$ cat config.mk
export PLATFORM = sky130hd
export DESIGN_NAME = pcm_serial_tx
export DESIGN_NICKNAME = d
export VERILOG_FILES = /design/src/rtl/pcm_tx_pkg.sv /design/src/rtl/pcm_rst_sync.sv /design/src/rtl/pcm_bclk_div.sv /design/src/rtl/pcm_frame_seq.sv /design/src/rtl/pcm_shift_out.sv /design/src/rtl/pcm_serial_tx.sv
export SDC_FILE = /design/constraint.sdc
export NUM_CORES = 1
export LEC_CHECK = 0
export ABC_AREA = 1
export BUFFER_PORTS_ARGS = -buffer_cell sky130_fd_sc_hd__buf_4
export CORE_UTILIZATION = 55
export DETAILED_ROUTE_END_ITERATION = 7
export GPL_ROUTABILITY_DRIVEN = 1
export PLACE_DENSITY = 0.75
export SLEW_MARGIN = 25
export SYNTH_ARGS = -nofsm -noshare
export SYNTH_HDL_FRONTEND = slang
export SYNTH_SLANG_ARGS = --single-unit
export TNS_END_PERCENT = 1
$ cat constraint.sdc
create_clock -name mclk -period 4.29 [get_ports mclk]
set_clock_uncertainty 0.15 [all_clocks]
set_input_delay 1.287 -clock mclk [delete_from_list [all_inputs] [get_ports mclk]]
set_output_delay 1.287 -clock mclk [all_outputs]
set_load 0.02 [all_outputs]
$ cat src/rtl/pcm_tx_pkg.sv
package pcm_tx_pkg;

  typedef enum logic {
    ST_IDLE = 1'b0,
    ST_RUN  = 1'b1
  } run_state_t;

  // Word select for frame position pos with slot length len: high one bit
  // period before the right slot up to one period before the frame ends.
  function automatic logic ws_for(input int pos, input int len);
    return ((pos + 1) >= len) && ((pos + 2) <= (2 * len));
  endfunction

endpackage

$ cat src/rtl/pcm_rst_sync.sv
module pcm_rst_sync (
  input  logic clk,
  input  logic rst_n,
  output logic rst_sync_n
);

  logic [1:0] sync_q;

  always_ff @(posedge clk or negedge rst_n) begin
    if (!rst_n) sync_q <= 2'b00;
    else        sync_q <= {sync_q[0], 1'b1};
  end

  assign rst_sync_n = sync_q[1];

endmodule

$ cat src/rtl/pcm_bclk_div.sv
module pcm_bclk_div #(
  parameter int DIV_W = 8
) (
  input  logic             clk,
  input  logic             rst_n,
  input  logic             run,
  input  logic [DIV_W-1:0] div_q,
  output logic             sclk,
  output logic             fall_tick
);

  localparam int CNT_W = DIV_W + 1;

  logic [CNT_W-1:0] cnt_q, cnt_d;
  logic             sclk_q, sclk_d;
  logic             term;

  // half period = div_q + 2 cycles: count 0 .. div_q+1
  assign term = (cnt_q == ({1'b0, div_q} + CNT_W'(1)));

  always_comb begin
    cnt_d  = cnt_q;
    sclk_d = sclk_q;
    if (!run) begin
      cnt_d  = '0;
      sclk_d = 1'b0;
    end else if (term) begin
      cnt_d  = '0;
      sclk_d = ~sclk_q;
    end else begin
      cnt_d  = cnt_q + CNT_W'(1);
    end
  end

  always_ff @(posedge clk or negedge rst_n) begin
    if (!rst_n) begin
      cnt_q  <= '0;
      sclk_q <= 1'b0;
    end else begin
      cnt_q  <= cnt_d;
      sclk_q <= sclk_d;
    end
  end

  assign sclk      = sclk_q;
  assign fall_tick = run & term & sclk_q;

endmodule

$ cat src/rtl/pcm_frame_seq.sv
module pcm_frame_seq
  import pcm_tx_pkg::*;
#(
  parameter int WORD_W = 32,
  parameter int RES_W  = 6,
  parameter int DIV_W  = 8
) (
  input  logic             clk,
  input  logic             rst_n,
  input  logic             tx_en,
  input  logic [DIV_W-1:0] div_in,
  input  logic [RES_W-1:0] len_in,
  input  logic             fall_tick,
  input  logic             fifo_empty,
  output logic             running,
  output logic [DIV_W-1:0] div_q,
  output logic [RES_W-1:0] len_use,
  output logic             ws_o,
  output logic             adv,
  output logic             halt,
  output logic             load,
  output logic             pop,
  output logic             zero_frm
);

  localparam int POS_W = RES_W + 1;
  localparam logic [RES_W-1:0] FULL_LEN = RES_W'(WORD_W);

  run_state_t       st_q, st_d;
  logic [POS_W-1:0] pos_q, pos_d;
  logic [RES_W-1:0] len_q, len_d, len_new;
  logic [DIV_W-1:0] div_d;
  logic             ws_q, ws_d, zero_q, zero_d;
  logic             start, bnd, last, mid, cfg_en;

  assign len_new = ((len_in == '0) || (len_in > FULL_LEN)) ? FULL_LEN : len_in;
  assign last    = (pos_q == ({len_q, 1'b0} - POS_W'(1)));
  assign mid     = (pos_q == ({1'b0, len_q} - POS_W'(1)));

  assign start   = (st_q == ST_IDLE) && tx_en;
  assign adv     = (st_q == ST_RUN) && fall_tick;
  assign bnd     = adv && last;
  assign halt    = bnd && !tx_en;
  assign cfg_en  = start || bnd;
  assign len_use = cfg_en ? len_new : len_q;
  assign zero_d  = start ? 1'b1 : (bnd ? 1'b0 : zero_q);
  assign load    = start || (bnd && tx_en) || (adv && !last && mid);
  assign pop     = load && !fifo_empty && !zero_d;

  always_comb begin
    st_d  = st_q;
    pos_d = pos_q;
    ws_d  = ws_q;
    len_d = cfg_en ? len_new : len_q;
    div_d = cfg_en ? div_in : div_q;
    if (start) begin
      st_d  = ST_RUN;
      pos_d = '0;
    end else if (halt) begin
      st_d  = ST_IDLE;
      pos_d = '0;
    end else if (bnd) begin
      pos_d = '0;
    end else if (adv) begin
      pos_d = pos_q + POS_W'(1);
    end
    if (halt)                ws_d = 1'b0;
    else if (start || adv)   ws_d = ws_for(int'(pos_d), int'(len_use));
  end

  always_ff @(posedge clk or negedge rst_n) begin
    if (!rst_n) begin
      st_q   <= ST_IDLE;
      pos_q  <= '0;
      len_q  <= FULL_LEN;
      div_q  <= '0;
      ws_q   <= 1'b0;
      zero_q <= 1'b0;
    end else begin
      st_q   <= st_d;
      pos_q  <= pos_d;
      len_q  <= len_d;
      div_q  <= div_d;
      ws_q   <= ws_d;
      zero_q <= zero_d;
    end
  end

  assign running  = (st_q == ST_RUN);
  assign ws_o     = ws_q;
  assign zero_frm = zero_q;

endmodule

$ cat src/rtl/pcm_shift_out.sv
module pcm_shift_out #(
  parameter int WORD_W = 32,
  parameter int RES_W  = 6
) (
  input  logic              clk,
  input  logic              rst_n,
  input  logic              load,
  input  logic              pop,
  input  logic              adv,
  input  logic              halt,
  input  logic [WORD_W-1:0] word,
  input  logic [RES_W-1:0]  len_use,
  output logic              sd
);

  logic [WORD_W-1:0] sh_q, sh_d;
  logic [RES_W-1:0]  lsh;

  // left-align the low len_use bits so the slot MSB sits at the top
  assign lsh = RES_W'(WORD_W) - len_use;

  always_comb begin
    sh_d = sh_q;
    if (halt)      sh_d = '0;
    else if (load) sh_d = pop ? (word << lsh) : '0;
    else if (adv)  sh_d = {sh_q[WORD_W-2:0], 1'b0};
  end

  always_ff @(posedge clk or negedge rst_n) begin
    if (!rst_n) sh_q <= '0;
    else        sh_q <= sh_d;
  end

  assign sd = sh_q[WORD_W-1];

endmodule

$ cat src/rtl/pcm_serial_tx.sv
module pcm_serial_tx
  import pcm_tx_pkg::*;
#(
  parameter int WORD_W = 32,
  parameter int RES_W  = 6,
  parameter int DIV_W  = 8
) (
  input  logic              mclk,
  input  logic              rst_n,
  input  logic              tx_en,
  input  logic [DIV_W-1:0]  div_sel,
  input  logic [RES_W-1:0]  word_len,
  input  logic              fifo_empty,
  input  logic [WORD_W-1:0] fifo_data,
  output logic              fifo_pop,
  output logic              sclk_o,
  output logic              ws_o,
  output logic              sd_o
);

  logic             rst_i_n;
  logic             running, fall_tick, adv, halt, load, pop, zero_frm;
  logic [DIV_W-1:0] div_q;
  logic [RES_W-1:0] len_use;

  pcm_rst_sync u_rst (
    .clk(mclk), .rst_n(rst_n), .rst_sync_n(rst_i_n)
  );

  pcm_bclk_div #(.DIV_W(DIV_W)) u_div (
    .clk(mclk), .rst_n(rst_i_n), .run(running), .div_q(div_q),
    .sclk(sclk_o), .fall_tick(fall_tick)
  );

  pcm_frame_seq #(.WORD_W(WORD_W), .RES_W(RES_W), .DIV_W(DIV_W)) u_seq (
    .clk(mclk), .rst_n(rst_i_n), .tx_en(tx_en), .div_in(div_sel),
    .len_in(word_len), .fall_tick(fall_tick), .fifo_empty(fifo_empty),
    .running(running), .div_q(div_q), .len_use(len_use), .ws_o(ws_o),
    .adv(adv), .halt(halt), .load(load), .pop(pop), .zero_frm(zero_frm)
  );

  pcm_shift_out #(.WORD_W(WORD_W), .RES_W(RES_W)) u_shift (
    .clk(mclk), .rst_n(rst_i_n), .load(load), .pop(pop), .adv(adv),
    .halt(halt), .word(fifo_data), .len_use(len_use), .sd(sd_o)
  );

  assign fifo_pop = pop;

endmodule

# --- Yosys cells after proc, flatten, opt, wreduce, memory -nomap -nowiden ---
# Index checks and enable logic that the tools add are counted.
totals:
  ff_bits: 68
  in_bits: 50
  out_inout_bits: 4
  elab_cells: 73
op_classes:
  addsub: 8
  n_lt_le_gt_ge: 3
  eq_ne: 4
  shift: 1
  n_mux: 20
  bitwise: 4
  reduce_logical: 23
ops:
  columns: ["cell", "count"]
  rows:
  - ["32-bit two-way mux", 4]
  - ["32-bit by 7-bit greater-or-equal comparator with 1-bit output", 1]
  - ["32-bit by 8-bit less-or-equal comparator with 1-bit output", 1]
  - ["32-bit by 6-bit left shift with 32-bit output", 1]
  - ["7-bit two-way mux", 4]
  - ["9-bit two-way mux", 2]
  - ["7-bit equality test", 2]
  - ["6-bit two-way mux", 2]
  - ["1-bit logical AND", 10]
  - ["8-bit by 1-bit adder with 9-bit output, second input constant", 1]
  - ["9-bit by 1-bit adder with 9-bit output, second input constant", 1]
  - ["9-bit equality test", 1]
  - ["7-bit by 1-bit adder with 8-bit output, second input constant", 1]
  - ["7-bit by 2-bit adder with 8-bit output, second input constant", 1]
  - ["1-bit two-way mux", 8]
  - ["7-bit by 1-bit adder with 7-bit output, second input constant", 1]
  - ["6-bit by 1-bit subtractor with 7-bit output, second input constant", 1]
  - ["7-bit by 1-bit subtractor with 7-bit output, second input constant", 1]
  - ["6-bit > comparator, second input constant", 1]
  - ["6-bit zero test", 1]
  - ["6-bit subtractor, first input constant", 1]
  - ["1-bit logical OR", 5]
  - ["1-bit zero test", 4]
  - ["2-bit nonzero test", 2]
  - ["other kinds (4)", 6]

# --- Depth between registers and ports, before layout ---
# Gate-level depths: netlist of the first run.
logic_depth:
  ltp_word: 14
  depth_mapped: 30
  depth_no_buf: 29

# --- Hierarchy ---
# From an unflattened synthesis of the first run, not the netlist that was laid out.
unflattened:
  hier_cells: 973
  area_unflattened_um2: 6017.0
modules_own_cells:
  columns: ["module", "instances", "cells_per_inst", "area_each_um2", "seq_area_each_um2"]
  rows:
  - ["pcm_shift_out", 1, 582, 3269.4, 800.8]
  - ["pcm_frame_seq", 1, 264, 1899.3, 601.8]
  - ["pcm_bclk_div", 1, 124, 794.5, 250.2]
  - ["pcm_rst_sync", 1, 3, 53.8, 50.0]

# --- Worst setup path before layout of the first run ---
# Ideal clock, no wire load.
synth_path:
  path_type: "input-to-reg"
  startpoint: "input tx_en"
  endpoint: "register u_seq.ws_q, in the netlist u_seq.ws_o"
  setup_ns: 0.121
  arrival_ns: 3.864
  required_time_ns: 4.019
  path_slack_ns: 0.155
  cell_stages: 17
  path_buffers: 1
  path_cell_list: "inv_1 nor2_1 clkinv_1 nand2_8 buf_8 nor2_1 ha_1 ha_1 a21boi_0 o21a_1 o21ai_0 nand2_1 a21o_1 a21oi_1 a21oi_1 a21oi_1 o21ai_1"
synth_between:
  elab_chain_len: 9
  word_cells_on_any_way: 16
  classes_between: "add/sub (2); order compare (2); mux (5); reduce/logical (7)"
synth_lines:
  columns: ["element", "line", "rtl"]
  rows:
  - ["start, declared", "pcm_serial_tx.sv:10", "input logic tx_en,"]
  - ["1-bit zero test", "pcm_frame_seq.sv:43", "assign halt = bnd && !tx_en;"]
  - ["1-bit logical AND", "pcm_frame_seq.sv:43", null]
  - ["7-bit two-way mux", "pcm_frame_seq.sv:59", "end else if (halt) begin"]
  - ["7-bit two-way mux *", "pcm_frame_seq.sv:56", "if (start) begin"]
  - ["via u_seq.pos_d[0]", "pcm_frame_seq.sv:30", "logic [POS_W-1:0] pos_q, pos_d;"]
  - ["7-bit by 1-bit adder with 8-bit output / 7-bit by 2-bit adder with 8-bit output (equally long branches)", "pcm_tx_pkg.sv:11", "return ((pos + 1) >= len) && ((pos + 2) <= (2 * len));"]
  - ["32-bit by 7-bit greater-or-equal comparator with 1-bit output / 32-bit by 8-bit less-or-equal comparator with 1-bit output (equally long branches)", "pcm_tx_pkg.sv:11", null]
  - ["1-bit logical AND *", "pcm_tx_pkg.sv:11", null]
  - ["1-bit two-way mux *", "pcm_frame_seq.sv:68", "else if (start || adv) ws_d = ws_for(int'(pos_d), int'(len_use));"]
  - ["1-bit two-way mux *", "pcm_frame_seq.sv:67", "if (halt) ws_d = 1'b0;"]
  - ["end signal, assigned", "pcm_frame_seq.sv:84", "ws_q <= ws_d;"]
  - ["end, declared", "pcm_frame_seq.sv:33", "logic ws_q, ws_d, zero_q, zero_d;"]
# Mark *: on every way through the listed nets, which the timed path passes. The rest lies on a longest branch. The select of a mux whose other input is x is not followed.
# A chain may end at the register's enable or synchronous reset.

# --- Worst setup path in the final report of the first run ---
layout_path:
  startpoint: "register u_seq.div_q[1]"
  endpoint: "output fifo_pop"
layout_between:
  word_cells_on_any_way: 16
  classes_between: "add/sub (1); eq/ne (1); mux (2); bitwise (2); reduce/logical (10)"
layout_lines:
  columns: ["element", "line", "rtl"]
  rows:
  - ["start, declared", "pcm_frame_seq.sv:16", "output logic [DIV_W-1:0] div_q,"]
  - ["start signal, assigned", "pcm_frame_seq.sv:83", "div_q <= div_d;"]
  - ["8-bit by 1-bit adder with 9-bit output", "pcm_bclk_div.sv:19", "assign term = (cnt_q == ({1'b0, div_q} + CNT_W'(1)));"]
  - ["9-bit equality test", "pcm_bclk_div.sv:19", null]
  - ["1-bit bitwise AND (2 in series)", "pcm_bclk_div.sv:46", "assign fall_tick = run & term & sclk_q;"]
  - ["1-bit logical AND", "pcm_frame_seq.sv:41", "assign adv = (st_q == ST_RUN) && fall_tick;"]
  - ["1-bit logical AND", "pcm_frame_seq.sv:42", "assign bnd = adv && last;"]
  - ["1-bit two-way mux (2 in series)", "pcm_frame_seq.sv:46", "assign zero_d = start ? 1'b1 : (bnd ? 1'b0 : zero_q);"]
  - ["via u_seq.zero_d", "pcm_frame_seq.sv:33", null]
  - ["1-bit zero test", "pcm_frame_seq.sv:48", "assign pop = load && !fifo_empty && !zero_d;"]
  - ["1-bit logical AND", "pcm_frame_seq.sv:48", null]
  - ["end, declared", "pcm_serial_tx.sv:15", "output logic fifo_pop,"]
# The timed path passes the listed nets, and every way through them passes these cells.

==> implementation parameters, run 1 <==
Parameter                              Value

STA
  Count of final max-slew check failures ... 0
  Unrepaired setup endpoints after global routing ... true
  Final Hold Slack ... approximately 0.19 ns
  Slew @ Worst Pin ... a little under 0.6 ns
  Min cycle time layout ... 4.20 ns
  Finish-stage setup viols ... 0
  Final period util ... 0.978
  Achievable frequency ... roughly 240 MHz
  Worst slew slack as a fraction of its limit ... 0.613
  Final Hold Violating Endpoints ... 0
  Setup TNS ... 0 ns

Finish
  Finished Core Util ... 0.651
  Final cell count without fillers ... ~1,200
  Share of final-layout standard cells stronger than drive strength 1 ... 0.143
  Layout overhead on the synthesized area ... 15.6%
  Final instance area ... 0.00706 mm^2
  Final-layout fill cell count ... 1,036
  Antenna diode count ... 0
  # nets final ... 1,138

Yosys
  Synth Instances ... a little over 1,000
  Post-Synthesis Mean Instance Area ... 6.06 um^2
  Area contributors post-synth ... sky130_fd_sc_hd__dfrtp_1 27%, sky130_fd_sc_hd__nand2_1 24%, sky130_fd_sc_hd__nand3_1 16%
  Syn Nets ... 1,077
  Sequential-to-total area share from yosys stat ... 0.279
  Post-synthesis sequential element count ... 68
  Yosys warns ... 0
  Proportion of netlist area held by the largest area contributor ... 0.275
  Cell area after technology mapping ... approximately 0.0061 mm^2
  Synth async-reset ratio ... 1.00
  EDFF count, synth ... 0
  Distinct cells, synth ... 47
  Flip-flop cell with the highest count after synthesis ... sky130_fd_sc_hd__dfrtp_1
  Cell type with the largest total area after synthesis ... sky130_fd_sc_hd__dfrtp_1

Critical path
  Worst Setup Start Kind ... flop
  Cell repeated most along the worst path ... sky130_fd_sc_hd__nand2_1
  Critical Path Sink Type ... primary output
  Slowest stage cell, crit path ... sky130_fd_sc_hd__dfrtp_1
  Delay-heaviest family, CP ... simple AND/OR/NAND/NOR gates
  Data arrival time at the worst-slack endpoint ... 2.76 ns
  Worst path max stage delay ... ~0.40 ns
  Data required, critical path ... between 2 and 3 ns
  Maximum fanout along the worst path ... 5
  Critical path start-end classification ... reg -> out
  Critical path buffer and inverter count ... 2
  List of cells traversed by the critical path ... ha_1 -> xnor2_1 -> nand2_1 -> nor2_1 -> nand2_1 -> nor2_1 -> nand2_1 -> nor2_4 -> nand3_4 -> a21oi_4 -> inv_2 -> or2_4 -> nor2_4 -> buf_6

Placed design
  Detailed placer's ending HPWL ... about 13 mm
  Port bufs ... between 50 and 60
  Placement-stage cell area ... roughly 0.0067 mm^2
  Global placer's final weighted congestion ... just under 1
  Placed Instances ... ~1,200

Clock tree
  Total clock sinks ... 68
  Clock-pin transition on the worst setup and hold timing paths ... about 0.08 ns
  H-Tree Depth ... 3
  Clock latency on the worst-skew pair ... roughly 0.37 ns
  Number of buffers added by the clock tree synthesis step ... 9
  TritonCTS clock tree ... built
  Buffer cell driving the clock tree root ... sky130_fd_sc_hd__clkbuf_8
  Clock buffer depth ... 2

Die
  Die X ... between 100 and 150 um
  Effective utilization at floorplan ... 0.563
  Die area ... between 0.01 and 0.015 mm^2
  Top-level I/O count ... 54
  Row count ... 38
  Core area ... 0.0108 mm^2
  Die Y-Extent ... ~110 um

Power
  Share of total power in combinational logic ... 0.543
  Power per standard cell area ... 479 mW/mm^2
  Seq pwr share ... 0.265
  Sw Share ... 0.463
  Part of the total power dissipated in the clock network ... 0.193
  Static Leakage ... between 3 and 4 nW
  Internal ... 1.81 mW
  Peak supply drop ... about 0.25 mV
  Power spent charging and discharging nets ... between 1.5 and 2 mW

Drt
  Via density ... between 5 and 6
  Vias after detailed routing ... around 6,600
  Detailed-router iteration count before antenna repair ... 5
  DRC violations left ... 0
  Wire length per cell ... between 10 and 15 um
  Total length of routed wires ... between 15 and 20 mm
  Remaining number of nets flagged by the antenna check after routing ... 0
  Initial detailed-routing violation count ... between 400 and 500

Status
  Status ... finished, final reports clean

Global route
  Total grt overflow ... 0
  Largest net degree at the start of global routing ... between 40 and 50
  Total routing usage reported by global routing ... 0.304
  Global-route wire length before repair ... approximately 28 mm
  Initial antenna violation count ... 0
  Number of global-route vias before repair ... about 6,100

Flow run
  Number of maximum-capacitance constraint violations ... 0

Worst hold path
  Hold Path Class ... reg -> async
[layout by cell type, fill, tap and decap left out, drive strengths merged, types with 14 or more instances in the layout]
master  instances
a21oi          15
nor2           71
inv           116
ha             19
nand2         396
o21ai          41
xor2           14
dfrtp          67
buf            84
nand3         199
[power by group through the flow]
| stage | Combinational, mW | Clock [mW] | Sequential (mW) |
|---|---|---|---|
| 2_1_floorplan | 1.35 | 0 | 0.885 |
| 5_1_grt | 2.07 | 0.694 | 0.915 |
| 3_3_place_gp | 1.76 | 0 | 0.898 |
| 3_5_place_dp | 1.77 | 0 | 0.904 |
| 6_report | 1.83 | 0.652 | 0.894 |
| 4_1_cts | 1.78 | 0.663 | 0.893 |
[Yosys cell counts (all sizes together), types with 2 or more instances]
cell type	number
xnor2	5
ha	19
a21oi	15
nand4	4
or2	2
xor2	14
o21ai	41
buf	23
inv	116
dfrtp	67
nor3	10
nor2	71
nand2	396
nand3	199
a21boi	2
clkbuf	11
[flip-flops by register name (all words and copies together), names as in the netlist]
signal	flops
u_seq.pos_q	7
u_seq.running	1
u_div.cnt_q	9
u_seq.len_q	6
u_seq.ws_o	1
u_rst.sync_q	2
u_div.sclk	1
u_seq.div_q	8
u_seq.zero_frm	1
u_shift.sh_q	32
[final cells by class]
type | count | area [um^2] | area share
Sequential cell | 68 | 1710 | 0.242
Inverter | 117 | 447 | 0.0633
Clock buffer | 10 | 128 | 0.0181
Timing Repair Buffer | 84 | 647 | 0.0917
Tap cell | 140 | 175 | 0.0248
Clock inverter | 6 | 113 | 0.0160
Multi-Input combinational cell | 789 | 3840 | 0.544
[kinds of logic (layout without fill, tap and decap cells)]
logic type               after synthesis  count (layout)  share of synthesized area
other                                  1               1                   0.000614
adder cells (fa/ha/maj)               19              19                     0.0389
buffers and inverters                151             217                      0.104
AND/OR/NAND/NOR                      683             683                      0.487
XOR/XNOR                              19              19                     0.0273
AO/OA/AOI/OAI                         67              67                     0.0631
flip-flops                            68              68                      0.279
[worst paths after layout]
kind,slack (ns),endpoint,startpoint,cells after the start
min in group mclk,0.21,u_rst.sync_q[1]$_DFF_PN0_,u_rst.sync_q[0]$_DFF_PN0_,0
setup / recovery,0.09,fifo_pop,u_seq.div_q[1]$_DFFE_PN0N_,14
hold / removal,0.19,u_seq.pos_q[5]$_DFF_PN0_,u_rst.sync_q[1]$_DFF_PN0_,0
max in group asynchronous,3.04,u_shift.sh_q[22]$_DFFE_PN0P_,u_rst.sync_q[1]$_DFF_PN0_,1
hold reg to reg,0.19,u_seq.pos_q[5]$_DFF_PN0_,u_rst.sync_q[1]$_DFF_PN0_,0
setup reg to reg,0.31,u_seq.ws_o$_DFFE_PN0P_,u_seq.div_q[1]$_DFFE_PN0N_,24
[stage by stage]
step / setup WS [ns] / power [mW]
5_1_grt: -0.0768 / 3.68
2_1_floorplan: 0.155 / 2.23
4_1_cts: 0.00943 / 3.34
3_5_place_dp: 0.167 / 2.67
3_3_place_gp: 0.218 / 2.65
6_report: 0.0935 / 3.38
[routing by layer]
metal	wire, um	GRT usage
met2	8130	0.525
met3	866	0.0442
met4	501	0.141
met1	7200	0.373
met5	0	0
[what timing repair did]
item | in CTS | in global routing
endpoints found under the hold margin | 0 | 0
hold buffers | 0 | 0
buffers inserted | 1 | 9
resized for setup | 2 | 18
pin swaps | 1 | 15
setup endpoints to repair | 1 | 2
Note: power is estimated with default switching activity, not from simulation.
==> inputs of run 2 (changes only) <==
--- a/config.mk
+++ b/config.mk
@@ -7,6 +7,7 @@
 export LEC_CHECK = 0
 export ABC_AREA = 1
 export BUFFER_PORTS_ARGS = -buffer_cell sky130_fd_sc_hd__buf_4
+export CORE_ASPECT_RATIO = 1.25
 export CORE_UTILIZATION = 55
 export DETAILED_ROUTE_END_ITERATION = 7
 export GPL_ROUTABILITY_DRIVEN = 1
@@ -15,4 +16,3 @@
 export SYNTH_ARGS = -nofsm -noshare
 export SYNTH_HDL_FRONTEND = slang
 export SYNTH_SLANG_ARGS = --single-unit
-export TNS_END_PERCENT = 1
==> run 2 against run 1 <==
- combinational power is essentially flat
- sequential power hardly changed
- non-clock buffer count is 3 higher
- worst setup slack better by 0.044 ns
- power grew 0.48%
- register-to-register slack worse by 0.02 ns
==> implementation parameters, run 2 (same netlist as run 1, synthesis figures left out) <==
Parameter                              Value

Drt
  Via density ... 5.37 (was 5.42)
  Initial detailed-routing violation count ... 405 (was 452)
  Vias after detailed routing ... 6,495 (was 6,579)
  DRC violations left ... 0 (unchanged)
  Wire length per cell ... 13.8 um (about the same)
  Remaining number of nets flagged by the antenna check after routing ... 0 (unchanged)
  Total length of routed wires ... 16.6 mm (was 16.7 mm)
  Detailed-router iteration count before antenna repair ... 5 (unchanged)

Critical path
  Slowest stage cell, crit path ... sky130_fd_sc_hd__dfrtp_2 (was sky130_fd_sc_hd__dfrtp_1)
  Critical path buffer and inverter count ... 3 (was 2)
  Worst path max stage delay ... 0.41 ns (was 0.40 ns)
  Delay-heaviest family, CP ... simple AND/OR/NAND/NOR gates (unchanged)
  Maximum fanout along the worst path ... 7 (was 5)
  Data arrival time at the worst-slack endpoint ... 2.72 ns (was 2.76 ns)
  Cell repeated most along the worst path ... sky130_fd_sc_hd__nand2_1 (unchanged)
  Worst Setup Start Kind ... flop (unchanged)
  Data required, critical path ... 2.85 ns (about the same)
  Critical path start-end classification ... reg -> out (unchanged)
  Critical Path Sink Type ... primary output (unchanged)
  List of cells traversed by the critical path ... inv_4 -> ha_1 -> nand2_1 -> o21ai_0 -> nor3_1 -> nand2_1 -> nor2_1 -> nand2_1 -> nor2_4 -> nand3_4 -> a21oi_4 -> inv_2 -> or2_4 -> nor2_4 -> buf_6 (was ha_1 -> xnor2_1 -> nand2_1 -> nor2_1 -> nand2_1 -> nor2_1 -> nand2_1 -> nor2_4 -> nand3_4 -> a21oi_4 -> inv_2 -> or2_4 -> nor2_4 -> buf_6)

Finish
  # nets final ... 1,141 (was 1,138)
  Most frequent standard cell in the layout excluding fill and tap cells ... sky130_fd_sc_hd__nand2_1 (unchanged)
  Finished Core Util ... 0.660 (was 0.651)
  Share of final-layout standard cells stronger than drive strength 1 ... 0.144 (was 0.143)
  Flip-flop count of the largest register after layout ... 32 (unchanged)
  Final instance area ... 0.00707 mm^2 (was 0.00706 mm^2)
  Antenna diode count ... 0 (unchanged)
  Regs by FF count ... u_shift.sh_q (32), u_div.cnt_q (9), u_seq.div_q (8) (unchanged)
  Final-layout fill cell count ... 1,037 (was 1,036)
  Commonest cells after routing, fill and taps aside ... 382 x sky130_fd_sc_hd__nand2_1, 195 x sky130_fd_sc_hd__nand3_1, 104 x sky130_fd_sc_hd__inv_1 (was 382 x sky130_fd_sc_hd__nand2_1, 194 x sky130_fd_sc_hd__nand3_1, 105 x sky130_fd_sc_hd__inv_1)
  Register ranked first by flip-flop count ... u_shift.sh_q (unchanged)
  Layout overhead on the synthesized area ... 15.9% (was 15.6%)

Clock tree
  H-Tree Depth ... 3 (unchanged)
  Total clock sinks ... 68 (unchanged)
  Clock-pin transition on the worst setup and hold timing paths ... 0.06 ns (was 0.08 ns)
  Buffer cell driving the clock tree root ... sky130_fd_sc_hd__clkbuf_16 (was sky130_fd_sc_hd__clkbuf_8)
  Clock buffer depth ... 2 (unchanged)
  Number of buffers added by the clock tree synthesis step ... 9 (unchanged)
  Clock latency on the worst-skew pair ... 0.33 ns (was 0.37 ns)
  TritonCTS clock tree ... built (unchanged)

STA
  Min cycle time layout ... 4.15 ns (was 4.20 ns)
  Finish-stage setup viols ... 0 (unchanged)
  Final period util ... 0.968 (was 0.978)
  Final Hold Violating Endpoints ... 0 (unchanged)
  Achievable frequency ... 241 MHz (was 238 MHz)
  Setup TNS ... 0 ns (unchanged)
  Worst slew slack as a fraction of its limit ... 0.336 (was 0.613)
  Count of final max-slew check failures ... 0 (unchanged)
  Slew @ Worst Pin ... 0.995 ns (was 0.581 ns)

Die
  Row count ... 42 (was 38)
  Top-level I/O count ... 54 (unchanged)
  Die X ... 96.2 um (was 107 um)
  Core area ... 0.0107 mm^2 (was 0.0108 mm^2)
  Effective utilization at floorplan ... 0.570 (was 0.563)
  Die area ... 0.0115 mm^2 (about the same)
  Die Y-Extent ... 120 um (was 107 um)

Power
  Static Leakage ... 3.85 nW (was 3.81 nW)
  Power per standard cell area ... 480 mW/mm^2 (was 479 mW/mm^2)
  Peak supply drop ... 0.257 mV (was 0.253 mV)

Global route
  Number of global-route vias before repair ... 6,269 (was 6,134)
  Total grt overflow ... 0 (unchanged)
  Global-route wire length before repair ... 27.9 mm (was 27.6 mm)
  Total routing usage reported by global routing ... 0.309 (was 0.304)
  Initial antenna violation count ... 0 (unchanged)
  Largest net degree at the start of global routing ... 38 (was 45)

Placed design
  Placement-stage cell area ... 0.00664 mm^2 (was 0.00666 mm^2)
  Global placer's final weighted congestion ... 0.964 (was 0.966)
  Detailed placer's ending HPWL ... 12.5 mm (was 12.7 mm)
  Port bufs ... 53 (unchanged)

Flow run
  Number of maximum-capacitance constraint violations ... 0 (unchanged)

Worst hold path
  Hold Path Class ... reg -> async (unchanged)

Status
  Status ... finished, final reports clean (unchanged)
## run 2: cell count changes in the layout (fill, tap and decap cells not counted), sizes merged
cell	previous run	this run
bufinv	3	0
clkbuf	10	11
clkinv	1	6
buf	84	87
clkinvlp	3	0
## run 2: layout make-up
class                      count  area, um^2  share of cell area
clock inverter                 5        28.8             0.00407
timing repair buffer          87         682              0.0964
multi-input combinational    789        3810               0.539
inverter                     117         447              0.0631
tap                          132         165              0.0233
sequential                    68        1710               0.241
clock buffer                  11         233              0.0329
## run 2: repair_timing
item | CTS | global route
hold buffers | 0 | 0
resized for setup | 1 | 17
setup buffers | 1 | 15
endpoints found under the setup margin | 1 | 13
pin swaps | 1 | 12
## run 2: stage by stage
step / hold WS (ns) / power [mW] / std cells / setup slack, ns
floorplan: 0.181 / 2.23 / 1008 / 0.155
global placement: 0.168 / 2.67 / 1177 / 0.201
detailed placement: 0.174 / 2.69 / 1177 / 0.137
CTS: 0.178 / 3.36 / 1194 / 0.0125
global route: 0.207 / 3.70 / 1209 / -0.0485
finish: 0.161 / 3.40 / 1209 / 0.138
## run 2: worst register-to-register path: stages, from the launching register on
cell,delay [ns]
sky130_fd_sc_hd__dfrtp_1,0.41
sky130_fd_sc_hd__ha_1,0.31
sky130_fd_sc_hd__xnor2_1,0.14
sky130_fd_sc_hd__nand2_1,0.08
sky130_fd_sc_hd__nor2_2,0.10
sky130_fd_sc_hd__nand2_1,0.06
sky130_fd_sc_hd__nor2_1,0.09
sky130_fd_sc_hd__nand2_1,0.09
sky130_fd_sc_hd__nor2_4,0.21
sky130_fd_sc_hd__nand2_4,0.11
sky130_fd_sc_hd__a22oi_1,0.28
sky130_fd_sc_hd__nor2_2,0.10
sky130_fd_sc_hd__buf_4,0.15
sky130_fd_sc_hd__ha_1,0.16
sky130_fd_sc_hd__inv_1,0.08
sky130_fd_sc_hd__xor2_1,0.15
sky130_fd_sc_hd__inv_1,0.06
sky130_fd_sc_hd__ha_1,0.27
sky130_fd_sc_hd__o21a_1,0.10
sky130_fd_sc_hd__o21ai_0,0.14
sky130_fd_sc_hd__nand2_1,0.07
sky130_fd_sc_hd__a21o_1,0.15
sky130_fd_sc_hd__a21oi_1,0.16
sky130_fd_sc_hd__a21oi_1,0.09
sky130_fd_sc_hd__a21oi_1,0.12
sky130_fd_sc_hd__o21ai_1,0.07
## run 2: worst paths after layout
path	depth (start not counted)	slack, ns	endpoint	start
max	15	0.14	fifo_pop	u_seq.len_q[0]$_DFF_PN0_
min	0	0.16	u_seq.div_q[1]$_DFFE_PN0N_	u_rst.sync_q[1]$_DFF_PN0_
max reg2reg	25	0.29	u_seq.ws_o$_DFFE_PN0P_	u_seq.div_q[1]$_DFFE_PN0N_
min reg2reg	0	0.16	u_seq.div_q[1]$_DFFE_PN0N_	u_rst.sync_q[1]$_DFF_PN0_
max in group asynchronous	1	2.89	u_shift.sh_q[19]$_DFFE_PN0P_	u_rst.sync_q[1]$_DFF_PN0_
min in group mclk	0	0.20	u_rst.sync_q[1]$_DFF_PN0_	u_rst.sync_q[0]$_DFF_PN0_
## run 2: routing by layer
| layer | share of wire | track usage | vias up |
|---|---|---|---|
| met5 | 0 | 0 | - |
| met4 | 0.036 | 0.131 | 0 |
| met3 | 0.038 | 0.0412 | 48 |
| met2 | 0.50 | 0.541 | 176 |
| met1 | 0.42 | 0.371 | 2930 |
| li1 | - | - | 3341 |
## run 2: power by group
part	internal, mW	switching, mW
clock	0.388	0.268
sequential	0.778	0.113
combinational	0.656	1.19
total	1.82	1.58
==> inputs of run 3 (changes only) <==
==> constraint.sdc (replaced) <==
create_clock -name mclk -period 5.2 [get_ports mclk]
set_clock_uncertainty 0.15 [all_clocks]
set_input_delay 1.56 -clock mclk [delete_from_list [all_inputs] [get_ports mclk]]
set_output_delay 1.56 -clock mclk [all_outputs]
set_load 0.02 [all_outputs]
==> run 3 against run 2 <==
- global-route usage is 0.066 points lower
- wire length is 1.1% lower
- core utilization is 1.7 points lower
- register-to-register slack better by 0.59 ns
- first-iteration DRC count is 6.7% higher
- combinational power is 20% lower
- final cell count is 1.8% lower
- critical path depth is 5 lower
- count of clock-buffer cells in the layout is 2 lower
- sequential cell count stayed put
- non-clock buffer count is 21 lower
- critical path type is now in -> out
- critical endpoint unchanged
==> implementation parameters, run 3 (same netlist as run 1, synthesis figures left out) <==
Parameter                              Value

Drt
  Via density ... 5.47 (was 5.37)
  Detailed-router iteration count before antenna repair ... 6 (was 5)
  Total length of routed wires ... 16.4 mm (was 16.6 mm)
  Remaining number of nets flagged by the antenna check after routing ... 0 (unchanged)
  Wire length per cell ... 13.9 um (was 13.8 um)
  Vias after detailed routing ... 6,497 (was 6,495)
  DRC violations left ... 0 (unchanged)
  Initial detailed-routing violation count ... 432 (was 405)

Die
  Die X ... 96.2 um (unchanged)
  Core area ... 0.0107 mm^2 (unchanged)
  Effective utilization at floorplan ... 0.570 (unchanged)
  Row count ... 42 (unchanged)
  Die area ... 0.0115 mm^2 (unchanged)
  Die Y-Extent ... 120 um (unchanged)
  Top-level I/O count ... 54 (unchanged)

STA
  Worst slew slack as a fraction of its limit ... 0.387 (was 0.336)
  Slew @ Worst Pin ... 0.919 ns (was 0.995 ns)
  Finish-stage setup viols ... 0 (unchanged)
  Unrepaired setup endpoints after global routing ... false
  Min cycle time layout ... 4.78 ns
  Count of final max-slew check failures ... 0 (unchanged)
  Final Hold Violating Endpoints ... 0 (unchanged)
  Final Worst Setup Slack ... 0.425 ns (was 0.138 ns)
  Setup TNS ... 0 ns (unchanged)
  Achievable frequency ... ~210 MHz
  Final period util ... 0.918

Finish
  Register ranked first by flip-flop count ... u_shift.sh_q (unchanged)
  Share of final-layout standard cells stronger than drive strength 1 ... 0.116 (was 0.144)
  Commonest cells after routing, fill and taps aside ... 383 x sky130_fd_sc_hd__nand2_1, 195 x sky130_fd_sc_hd__nand3_1, 106 x sky130_fd_sc_hd__inv_1 (was 382 x sky130_fd_sc_hd__nand2_1, 195 x sky130_fd_sc_hd__nand3_1, 104 x sky130_fd_sc_hd__inv_1)
  Final cell count without fillers ... 1,187 (was 1,209)
  Layout overhead on the synthesized area ... 12.9% (was 15.9%)
  Antenna diode count ... 0 (unchanged)
  # nets final ... 1,120 (was 1,141)
  Flip-flop count of the largest register after layout ... 32 (unchanged)
  Regs by FF count ... u_shift.sh_q (32), u_div.cnt_q (9), u_seq.div_q (8) (unchanged)
  Most frequent standard cell in the layout excluding fill and tap cells ... sky130_fd_sc_hd__nand2_1 (unchanged)

Critical path
  List of cells traversed by the critical path ... buf_4 -> inv_1 -> nor2_1 -> clkinv_1 -> nand2_8 -> inv_4 -> o21ai_4 -> inv_2 -> nor2_4 -> buf_4 (was inv_4 -> ha_1 -> nand2_1 -> o21ai_0 -> nor3_1 -> nand2_1 -> nor2_1 -> nand2_1 -> nor2_4 -> nand3_4 -> a21oi_4 -> inv_2 -> or2_4 -> nor2_4 -> buf_6)
  Worst path max stage delay ... 0.29 ns (was 0.41 ns)
  Maximum fanout along the worst path ... 27 (was 7)
  Critical Path Sink Type ... primary output (unchanged)
  Data required, critical path ... 3.49 ns (was 2.85 ns)
  Worst Setup Start Kind ... input port (was flop)
  Cell repeated most along the worst path ... sky130_fd_sc_hd__buf_4 (was sky130_fd_sc_hd__nand2_1)
  Critical path start-end classification ... in -> out (was reg -> out)
  Slowest stage cell, crit path ... sky130_fd_sc_hd__nor2_1 (was sky130_fd_sc_hd__dfrtp_2)
  Data arrival time at the worst-slack endpoint ... 3.07 ns (was 2.72 ns)

Placed design
  Port bufs ... 53 (unchanged)
  Global placer's final weighted congestion ... 0.993 (was 0.964)
  Placed Instances ... 1,172 (was 1,177)
  Dpl ws ... 0.422 ns (was 0.137 ns)
  Detailed placer's ending HPWL ... 12.5 mm (about the same)

Clock tree
  Clock-pin transition on the worst setup and hold timing paths ... 0.06 ns (about the same)
  Clock latency on the worst-skew pair ... 0.33 ns (about the same)
  TritonCTS clock tree ... built (unchanged)
  CTS-repair resized insts ... 0 (was 1)
  Number of post-CTS setup repair buffers ... 0 (was 1)
  Number of hold buffers added after CTS ... 0 (unchanged)
  Buffer cell driving the clock tree root ... sky130_fd_sc_hd__clkbuf_16 (unchanged)
  Total clock sinks ... 68 (unchanged)
  H-Tree Depth ... 3 (unchanged)
  Clock buffer depth ... 2 (unchanged)
  Number of buffers added by the clock tree synthesis step ... 9 (unchanged)

Status
  Status ... finished, final reports clean (unchanged)

Power
  Power per standard cell area ... 415 mW/mm^2 (was 480 mW/mm^2)
  Total Power ... 2.86 mW (was 3.40 mW)
  Static Leakage ... 3.73 nW (was 3.85 nW)
  Peak supply drop ... 0.209 mV (was 0.257 mV)

Global route
  Number of global-route vias before repair ... 6,289 (was 6,269)
  Largest net degree at the start of global routing ... 67 (was 38)
  Global-route wire length before repair ... 27.7 mm (was 27.9 mm)
  Total routing usage reported by global routing ... 0.308 (was 0.309)
  Total grt overflow ... 0 (unchanged)
  Initial antenna violation count ... 0 (unchanged)

Flow run
  Number of maximum-capacitance constraint violations ... 0 (unchanged)

Worst hold path
  Hold Path Class ... reg -> reg (was reg -> async)
-- run 3: power breakdown --
group / switching, mW / leakage (nW) / total [mW] / internal (mW)
Sequential: 0.0900 / 0.890 / 0.732 / 0.642
Clock: 0.230 / 0.148 / 0.647 / 0.417
Combinational: 0.982 / 2.69 / 1.48 / 0.497
-- run 3: final cells by class --
class | count | area (um^2)
Multi-Input combinational cell | 789 | 3770
Tap cell | 132 | 165
Inverter | 117 | 444
Sequential cell | 68 | 1700
Clock inverter | 6 | 88.8
Clock buffer | 9 | 225
Fill cell | 1076 | 3830
Timing Repair Buffer | 66 | 495
-- run 3: metrics by stage --
stage,area [um^2],util,hold WS [ns]
global route,6890,0.643,0.209
finish,6890,0.643,0.203
floorplan,6110,-,0.181
global placement,6580,0.614,0.193
detailed placement,6580,0.614,0.193
CTS,6890,0.643,0.205
-- run 3: path summary, 6_finish.rpt --
kind	startpoint	to	slack (ns)	cells after the start
min in group asynchronous	u_rst.sync_q[1]$_DFF_PN0_	u_seq.div_q[7]$_DFFE_PN0N_	0.29	1
hold reg to reg	u_rst.sync_q[0]$_DFF_PN0_	u_rst.sync_q[1]$_DFF_PN0_	0.20	0
setup reg to reg	u_seq.len_q[0]$_DFF_PN0_	u_shift.sh_q[30]$_DFFE_PN0P_	0.88	25
hold / removal	u_rst.sync_q[0]$_DFF_PN0_	u_rst.sync_q[1]$_DFF_PN0_	0.20	0
setup / recovery	tx_en	fifo_pop	0.42	10
max in group asynchronous	rst_n	u_rst.sync_q[1]$_DFF_PN0_	3.95	1
-- run 3: critical path: cells and delay by family --
family	cells	cell delay, ns
and+or+nand+nor	3	0.65
AOI/OAI and AO/OA	1	0.14
buffers and inverters	6	0.71
-- run 3: routing by layer --
layer | part of all wire | vias to the layer above | track usage
met5 | 0 | - | 0
met4 | 0.034 | 0 | 0.132
met3 | 0.039 | 52 | 0.0501
met2 | 0.51 | 200 | 0.559
met1 | 0.41 | 2949 | 0.346
li1 | - | 3296 | -
